==> src/rtl/tx_stat_pkg.sv <==
package tx_stat_pkg;
  localparam int STS_W = 17;

  typedef struct packed {
    logic ip_hdr;
    logic jabber;
    logic flush;
    logic ip_pay;
    logic lost_carr;
    logic no_carr;
    logic late_coll;
    logic ex_coll;
    logic vlan;
    logic ex_defer;
    logic underflow;
    logic deferred;
  } flags_t;

  // Pack sticky flags into the descriptor status layout with reporting masks.
  function automatic logic [STS_W-1:0] pack_status(flags_t f, logic [3:0] cc, logic any_coll);
    logic [STS_W-1:0] w;
    logic late_rep;
    logic lost_rep;
    w        = '0;
    late_rep = f.late_coll & ~f.underflow;
    lost_rep = f.lost_carr & ~any_coll;
    w[16]    = f.ip_hdr;
    w[14]    = f.jabber;
    w[13]    = f.flush;
    w[12]    = f.ip_pay;
    w[11]    = lost_rep;
    w[10]    = f.no_carr;
    w[9]     = late_rep;
    w[8]     = f.ex_coll;
    w[7]     = f.vlan;
    w[6:3]   = f.ex_coll ? 4'd0 : cc;
    w[2]     = f.ex_defer;
    w[1]     = f.underflow;
    w[0]     = f.deferred;
    w[15]    = f.ip_hdr | f.jabber | f.flush | f.ip_pay | lost_rep | f.no_carr |
               late_rep | f.ex_coll | f.ex_defer | f.underflow;
    return w;
  endfunction
endpackage

==> src/rtl/tst_win_timer.sv <==
module tst_win_timer #(
  parameter int WIN_MII  = 64,
  parameter int WIN_GMII = 512
) (
  input  logic clk,
  input  logic rst,
  input  logic clr,
  input  logic tick,
  input  logic gmii,
  output logic past_window
);
  localparam int CW = $clog2(WIN_GMII + 1);
  localparam logic [CW-1:0] CMAX = CW'(WIN_GMII);
  localparam logic [CW-1:0] CMII = CW'(WIN_MII);

  logic [CW-1:0] cnt;

  always_ff @(posedge clk) begin
    if (rst || clr) cnt <= '0;
    else if (tick && cnt != CMAX) cnt <= cnt + 1'b1;
  end

  assign past_window = gmii ? (cnt >= CMAX) : (cnt >= CMII);
endmodule

==> src/rtl/tst_coll_ctrl.sv <==
module tst_coll_ctrl #(
  parameter int COLL_LIMIT = 16,
  parameter int CC_W       = $clog2(COLL_LIMIT)
) (
  input  logic            clk,
  input  logic            rst,
  input  logic            start,
  input  logic            active,
  input  logic            coll,
  input  logic            half,
  input  logic            no_retry,
  input  logic            late,
  output logic            hit_late,
  output logic            hit_excess,
  output logic            hit_retry,
  output logic [CC_W-1:0] cnt,
  output logic            retry_q
);
  localparam logic [CC_W-1:0] LAST = CC_W'(COLL_LIMIT - 1);

  logic take;
  assign take       = active & coll & half;
  assign hit_late   = take & late;
  assign hit_excess = take & ~late & (no_retry | (cnt == LAST));
  assign hit_retry  = take & ~late & ~hit_excess;

  always_ff @(posedge clk) begin
    if (rst || start) cnt <= '0;
    else if (hit_retry && cnt != LAST) cnt <= cnt + 1'b1;
  end

  always_ff @(posedge clk) begin
    if (rst) retry_q <= 1'b0;
    else     retry_q <= hit_retry;
  end
endmodule

==> src/rtl/tst_flag_acc.sv <==
module tst_flag_acc
  import tx_stat_pkg::*;
(
  input  logic   clk,
  input  logic   rst,
  input  logic   clr,
  input  logic   en,
  input  flags_t ev,
  output flags_t q
);
  always_ff @(posedge clk) begin
    if (rst || clr) q <= '0;
    else if (en)    q <= q | ev;
  end
endmodule

==> src/rtl/tx_stat_tracker.sv <==
module tx_stat_tracker
  import tx_stat_pkg::*;
#(
  parameter int COLL_LIMIT = 16,
  parameter int WIN_MII    = 64,
  parameter int WIN_GMII   = 512
) (
  input  logic             clk,
  input  logic             rst,
  input  logic             cfg_half_duplex,
  input  logic             cfg_no_retry,
  input  logic             cfg_gmii,
  input  logic             frm_start,
  input  logic             frm_end,
  input  logic             byte_tick,
  input  logic             carrier_sense,
  input  logic             ev_collision,
  input  logic             ev_no_carrier,
  input  logic             ev_defer,
  input  logic             ev_excess_defer,
  input  logic             ev_jabber,
  input  logic             ev_flush,
  input  logic             ev_underflow,
  input  logic             ev_ip_hdr_err,
  input  logic             ev_ip_pay_err,
  input  logic             ev_vlan,
  output logic [STS_W-1:0] sts_word,
  output logic             sts_valid,
  output logic             retry_req,
  output logic             abort
);
  localparam int CC_W = $clog2(COLL_LIMIT);

  logic            active_q;
  logic            past_win;
  logic            hit_late, hit_excess, hit_retry;
  logic [CC_W-1:0] cnt;
  logic            abort_now;
  logic [3:0]      cc_rep;
  flags_t          ev_in, flags_q;

  tst_win_timer #(.WIN_MII(WIN_MII), .WIN_GMII(WIN_GMII)) u_win (
    .clk(clk), .rst(rst), .clr(frm_start | hit_retry),
    .tick(byte_tick & active_q), .gmii(cfg_gmii), .past_window(past_win)
  );

  tst_coll_ctrl #(.COLL_LIMIT(COLL_LIMIT), .CC_W(CC_W)) u_coll (
    .clk(clk), .rst(rst), .start(frm_start), .active(active_q),
    .coll(ev_collision), .half(cfg_half_duplex), .no_retry(cfg_no_retry),
    .late(past_win), .hit_late(hit_late), .hit_excess(hit_excess),
    .hit_retry(hit_retry), .cnt(cnt), .retry_q(retry_req)
  );

  always_comb begin
    ev_in           = '0;
    ev_in.ip_hdr    = ev_ip_hdr_err;
    ev_in.jabber    = ev_jabber;
    ev_in.flush     = ev_flush;
    ev_in.ip_pay    = ev_ip_pay_err;
    ev_in.lost_carr = cfg_half_duplex & ~carrier_sense;
    ev_in.no_carr   = ev_no_carrier;
    ev_in.late_coll = hit_late;
    ev_in.ex_coll   = hit_excess;
    ev_in.vlan      = ev_vlan;
    ev_in.ex_defer  = ev_excess_defer;
    ev_in.underflow = ev_underflow;
    ev_in.deferred  = ev_defer & cfg_half_duplex;
  end

  tst_flag_acc u_acc (
    .clk(clk), .rst(rst), .clr(frm_start), .en(active_q), .ev(ev_in), .q(flags_q)
  );

  assign abort_now = hit_late | hit_excess;

  always_ff @(posedge clk) begin
    if (rst) begin
      active_q  <= 1'b0;
      sts_valid <= 1'b0;
      abort     <= 1'b0;
    end else begin
      sts_valid <= active_q & ~frm_start & (frm_end | abort_now);
      abort     <= abort_now;
      if (frm_start)                         active_q <= 1'b1;
      else if (active_q & (frm_end | abort_now)) active_q <= 1'b0;
    end
  end

  assign cc_rep   = (int'(cnt) > 15) ? 4'd15 : 4'(cnt);
  assign sts_word = pack_status(flags_q, cc_rep,
                                (cnt != '0) | flags_q.ex_coll | flags_q.late_coll);
endmodule

==> config.mk <==
export PLATFORM = sky130hd
export DESIGN_NAME = tx_stat_tracker
export DESIGN_NICKNAME = d
export VERILOG_FILES = /design/src/rtl/tx_stat_pkg.sv /design/src/rtl/tst_win_timer.sv /design/src/rtl/tst_coll_ctrl.sv /design/src/rtl/tst_flag_acc.sv /design/src/rtl/tx_stat_tracker.sv
export SDC_FILE = /design/constraint.sdc
export NUM_CORES = 1
export LEC_CHECK = 0
export CAP_MARGIN = 25
export CORE_AREA = 2 2 54 51
export CTS_BUF_LIST = sky130_fd_sc_hd__clkbuf_8 sky130_fd_sc_hd__clkbuf_16
export DETAILED_ROUTE_END_ITERATION = 6
export DIE_AREA = 0 0 56 53
export DONT_BUFFER_PORTS = 1
export PLACE_DENSITY = 0.72
export SYNTH_ARGS = -nofsm -noshare
export SYNTH_HDL_FRONTEND = slang
export SYNTH_SLANG_ARGS = --single-unit
==> constraint.sdc <==
create_clock -name clk -period 3.4 [get_ports clk]
set_input_delay 0.17 -clock clk [delete_from_list [all_inputs] [get_ports clk]]
set_output_delay 0.17 -clock clk [all_outputs]
set_load 0.01 [all_outputs]
==> Word level (Yosys, flattened, before mapping) <==
Index checks and enable logic that the tools add are counted.
{ "word_totals": {"in_bits": 19, "elab_cells": 71, "out_inout_bits": 20, "ff_bits": 30} }
{ "op_classes": {"order_cmp": 2, "n_bitwise": 36, "addsub": 2, "n_eq_ne": 3, "reduce_logical": 6, "n_mux": 4} }
{ "ops": {"columns": ["operator", "n"], "rows": [
  ["bitwise OR 1 bit", 15],
  ["bitwise AND 1 bit", 14],
  ["bitwise OR 12 bit", 1],
  ["adder 10 x 1 -> 10 bit (second input constant)", 1],
  ["greater-or-equal comparator 10 bit (second input constant)", 1],
  ["greater-or-equal comparator 10 x 7 -> 1 bit (second input constant)", 1],
  ["!= test 10 bit (second input constant)", 1],
  ["inverter 1 bit", 6],
  ["adder 4 x 1 -> 4 bit (second input constant)", 1],
  ["equality test 4 bit (second input constant)", 1],
  ["2-to-1 mux 4 bit", 1],
  ["!= test 4 bit (second input constant)", 1],
  ["nonzero test 4 bit", 1],
  ["2-to-1 mux 1 bit", 3],
  ["logical AND 1 bit", 2],
  ["logical OR 1 bit", 2],
  ["nonzero test 2 bit", 1]
]} }

==> Depth between registers and ports, before layout <==
{ "logic_depth": {"depth_word": 11, "depth_mapped": 6} }

==> By module <==
Synthesis repeated with hierarchy kept, for this count alone.
{ "hier_totals": {"cells_unflattened": 153, "hier_area_um2": 1348.8} }
{ "modules_own_cells": {"columns": ["module", "area_each_um2", "instances", "cells_per_inst", "seq_area_each_um2"], "rows": [
  ["tst_win_timer", 526.8, 1, 61, 200.2],
  ["tst_flag_acc", 370.4, 1, 39, 240.2],
  ["tst_coll_ctrl", 269.0, 1, 29, 100.1],
  ["tx_stat_tracker", 182.7, 1, 24, 60.1]
]} }

==> Worst setup path before layout <==
No wires, ideal clock.
{ "synth_timing": {"path_type": "register to register", "startpoint": "reg u_coll.cnt[0]", "endpoint": "reg u_coll.cnt[3]", "required_time_ps": 3330, "synth_period_minus_slack_ps": 1525, "arrival_ps": 1455, "stages_incl_launch_ff": 6, "path_slack_ps": 1875, "path_cell_list": "dfxtp_1 ha_1 a31oi_1 o2111ai_4 or3_1 a21oi_1"} }
{ "synth_between": {"elab_chain_cells": 6} }
{ "synth_lines": {"columns": ["item", "line_no", "rtl"], "rows": [
  ["start, declared", "tst_coll_ctrl.sv:16", "output logic [CC_W-1:0] cnt,"],
  ["start signal, assigned", "tst_coll_ctrl.sv:29", "else if (hit_retry && cnt != LAST) cnt <= cnt + 1'b1;"],
  ["equality test 4 bit", "tst_coll_ctrl.sv:24", "assign hit_excess = take & ~late & (no_retry | (cnt == LAST));"],
  ["bitwise OR 1 bit", "tst_coll_ctrl.sv:24", null],
  ["bitwise AND 1 bit", "tst_coll_ctrl.sv:24", null],
  ["inverter 1 bit", "tst_coll_ctrl.sv:25", "assign hit_retry = take & ~late & ~hit_excess;"],
  ["bitwise AND 1 bit", "tst_coll_ctrl.sv:25", null],
  ["logical AND 1 bit", "tst_coll_ctrl.sv:29", null]
]} }
Several ways; a longest one is shown, not always the timed one.
A chain may end at the register's enable or synchronous reset.

==> Worst setup path after layout <==
{ "layout_timing": {"startpoint": "reg active_q", "endpoint": "reg u_coll.cnt[3]"} }
{ "layout_between": {"elab_chain_cells": 7} }
{ "layout_lines": {"columns": ["item", "line_no", "rtl"], "rows": [
  ["start, declared", "tx_stat_tracker.sv:34", "logic active_q;"],
  ["start signal, assigned", "tx_stat_tracker.sv:78", "active_q <= 1'b0;"],
  ["start signal, assigned", "tx_stat_tracker.sv:84", "if (frm_start) active_q <= 1'b1;"],
  ["start signal, assigned", "tx_stat_tracker.sv:85", "else if (active_q & (frm_end | abort_now)) active_q <= 1'b0;"],
  ["bitwise AND 1 bit (*) (2 in series)", "tst_coll_ctrl.sv:22", "assign take = active & coll & half;"],
  ["bitwise AND 1 bit (*)", "tst_coll_ctrl.sv:24, tst_coll_ctrl.sv:25", null],
  ["bitwise AND 1 bit", "tst_coll_ctrl.sv:24", null],
  ["inverter 1 bit", "tst_coll_ctrl.sv:25", null],
  ["bitwise AND 1 bit (*)", "tst_coll_ctrl.sv:25", null],
  ["logical AND 1 bit (*)", "tst_coll_ctrl.sv:29", null]
]} }
Mark *: on every way between the ends. The rest lies on a longest branch, timed or not.

==> key figures <==
Worst hold path
  • Hold Path Class: primary input to register
  • WHS Path Cells: 2

STA
  • Fin Clk Skew: 0.00273 ns
  • Setup violators final: 0
  • Slew margin rel.: 65.7%
  • RSZ-0062 raised after global routing: false
  • Setup_tns: 0 ns
  • Fin crit period: 1.80 ns
  • Worst-margin pin slew: 0.514 ns
  • Final slew viol count: 0
  • Fin. Hold Viols: 0
  • Final cycle utilization of the critical path: 53.1%
  • Fmax: 554 MHz
  • Final Worst Setup Slack: 1.60 ns

Place
  • GP Congestion: 0.867
  • # port buffers: 0
  • Setup Slack @ Placement: 1.62 ns
  • Placed Cells: 174
  • HPWL Detailed: 1.89 mm

Clocking
  • CTS clk-pin slew, worst paths: 0.06 ns
  • CTS Buf Count: 5
  • Hold Buf Count CTS: 1
  • H-tree Lvls: 2
  • Postcts setup bufs: 0
  • Root Driver: clkbuf_8
  • CTS tree: yes
  • CTS Buffer Depth: 2
  • PostCTS Resize Cnt: 0
  • Clock sinks: 30
  • Worst-skew pair later-pin latency: 0.28 ns

Global route
  • Total global routing overflow: 0
  • Largest net degree at the start of global routing: 17
  • First-pass GRT wire length: 4.10 mm
  • Tot GR Track Use: 19.0%
  • Vias in the first global route: 920
  • Antenna violations before repair: 0

Run status
  • Status: complete, no violations

Die
  • Die height: 53 um
  • Die width: 56 um
  • # IOs: 39
  • Core ar.: 0.00238 mm^2
  • Initial core utilization: 57.1%
  • Core Rows: 17
  • Die Area: 0.00297 mm^2

Routing
  • Routed Antenna Nets: 0
  • Routed vias/inst: 5.66
  • Total Routed Length: 2.57 mm
  • Via count: 1035
  • Residual DRC: 0
  • Drt wl/cell: 14.1 um
  • DR pass1 iterations: 4
  • Drt first-iter violations: 22

Synthesis
  • Synth Warn #: 0
  • Synth cell types: 30
  • Seq/Total Area, Yosys: 44.2%
  • FF+latch count, synth: 30
  • Mapped cell area: 0.00136 mm^2
  • Mean Syn Cell Area: 8.55 um^2
  • Post-Synthesis Cells: 159
  • Syn_nets: 182

Run
  • Max Cap Viol: 0

Worst setup path
  • Worst EP arrival: 2.02 ns
  • Endpoint class of the critical path: register
  • Worst EP required: 3.61 ns
  • Reg2reg path depth: 4
  • Critical path launch point type: register
  • Setup CP Type: register to register
  • CP max FO: 16

Pwr
  • Logic pwr share: 4.2%
  • Peak supply drop: 0.399 mV
  • Pint: 529 uW
  • Sw Pwr: 157 uW
  • Part of the power in the clock network: 42.4%
  • Pleak: 0.000508 uW
  • PD cells: 486 mW/mm^2
  • Switch share: 22.9%
  • Sequential Power Share: 53.4%

Finish
  • Highest-count cells in the layout ignoring fill and taps: 31 x nor2_1, 30 x dfxtp_1, 12 x a21oi_1
  • Non-Filler Instances: 183
  • Layout cells sized above 1: 8.39%
  • Most common cell after layout, fill and taps aside: nor2_1
  • Nets: 177
  • ANT cells: 0
  • Area grow syn2layout: 3.68%
==> metal layers <==
| metal | wire, um | global-route usage [%] | part of all wire, % |
|---|---|---|---|
| met3 | 205 | 8.56 | 8.0 |
| met5 | 0 | 0 | 0 |
| met4 | 59 | 11.9 | 2.3 |
| met2 | 1130 | 27.5 | 44 |
| met1 | 1180 | 23.1 | 46 |
==> flip-flops by register name (all words and copies together) (netlist names) <==
register        flops
u_coll.retry_q      1
u_acc.q            12
abort               1
active_q            1
u_win.cnt          10
u_coll.cnt          4
sts_valid           1
==> through the flow <==
step	power (uW)	util, %	hold slack, ns	cell area (um^2)
floorplan	400	-	0.242	1360
global placement	400	54.9	0.244	1310
detailed placement	401	54.9	0.246	1310
CTS	691	59.2	0.0263	1410
global route	710	59.2	0.0258	1410
finish	685	59.2	0.0329	1410
==> area by class of cell <==
class | instances | area (um^2)
repair buffers | 1 | 10.0
fillers | 221 | 972
well taps | 28 | 35.0
multi-input cells | 106 | 636
clock buffers | 6 | 82.6
clock inverters | 2 | 8.76
flip-flops and latches | 30 | 601
inverters | 10 | 37.5
==> critical path, cell delays in order (launching register included) <==
cell and delay, ns:
dfxtp_1 0.64, and3_2 0.35, o2111ai_4 0.20, or3_1 0.39, a21oi_1 0.14
==> worst paths after layout <==
kind                                   start  slack, ns            end
worst max-delay path                active_q       1.60  u_coll.cnt[3]
worst min-delay path            ev_underflow       0.03     u_acc.q[1]
worst max register to register      active_q       1.60  u_coll.cnt[3]
worst min register to register    u_acc.q[7]       0.53     u_acc.q[7]
==> power by group through the flow <==
stage / logic (uW) / clock network, uW / registers, uW
5_1_grt: 32.6 / 311 / 367
4_1_cts: 28.8 / 296 / 366
2_1_floorplan: 31.2 / 0 / 368
3_5_place_dp: 27.2 / 0 / 374
6_report: 28.6 / 290 / 366
3_3_place_gp: 26.9 / 0 / 373
==> synthesized netlist by cell type <==
| library cell | n | share of area, % |
|---|---|---|
| mux2i_1 | 2 | 1.5 |
| clkbuf_1 | 3 | 0.83 |
| a31o_2 | 1 | 0.64 |
| nor3_2 | 1 | 0.74 |
| o22ai_1 | 1 | 0.46 |
| xnor2_1 | 10 | 6.4 |
| and2_1 | 1 | 0.46 |
| nor2_1 | 31 | 8.6 |
| a21oi_1 | 12 | 4.4 |
| and3_2 | 1 | 0.55 |
| o2111ai_4 | 1 | 1.9 |
| or3b_2 | 1 | 0.64 |
| dfxtp_1 | 30 | 44 |
| or4_1 | 1 | 0.55 |
| o211a_1 | 1 | 0.74 |
| or2_2 | 1 | 0.46 |
| or3_1 | 2 | 0.92 |
| ha_1 | 4 | 3.7 |
| nor4_1 | 3 | 1.4 |
| nand3b_1 | 1 | 0.55 |
| nor2b_1 | 4 | 1.8 |
| o21a_1 | 1 | 0.55 |
| o21ai_0 | 3 | 1.1 |
| nand2_1 | 4 | 1.1 |
| buf_4 | 10 | 5.5 |
| nand3_1 | 8 | 2.9 |
| nor3_1 | 5 | 1.8 |
| a31oi_1 | 5 | 2.3 |
| inv_1 | 10 | 2.8 |
| nand4_1 | 1 | 0.46 |
==> cells by family after synthesis <==
family	count (synthesis)	share of synthesized area (%)
compound gates	25	12.1
simple gates	65	23.0
xor+xnor	10	6.44
flops	30	44.2
buf+inv	23	9.11
mux	2	1.47
fa+ha+maj	4	3.68
Note: power is estimated with default switching activity, not from simulation.
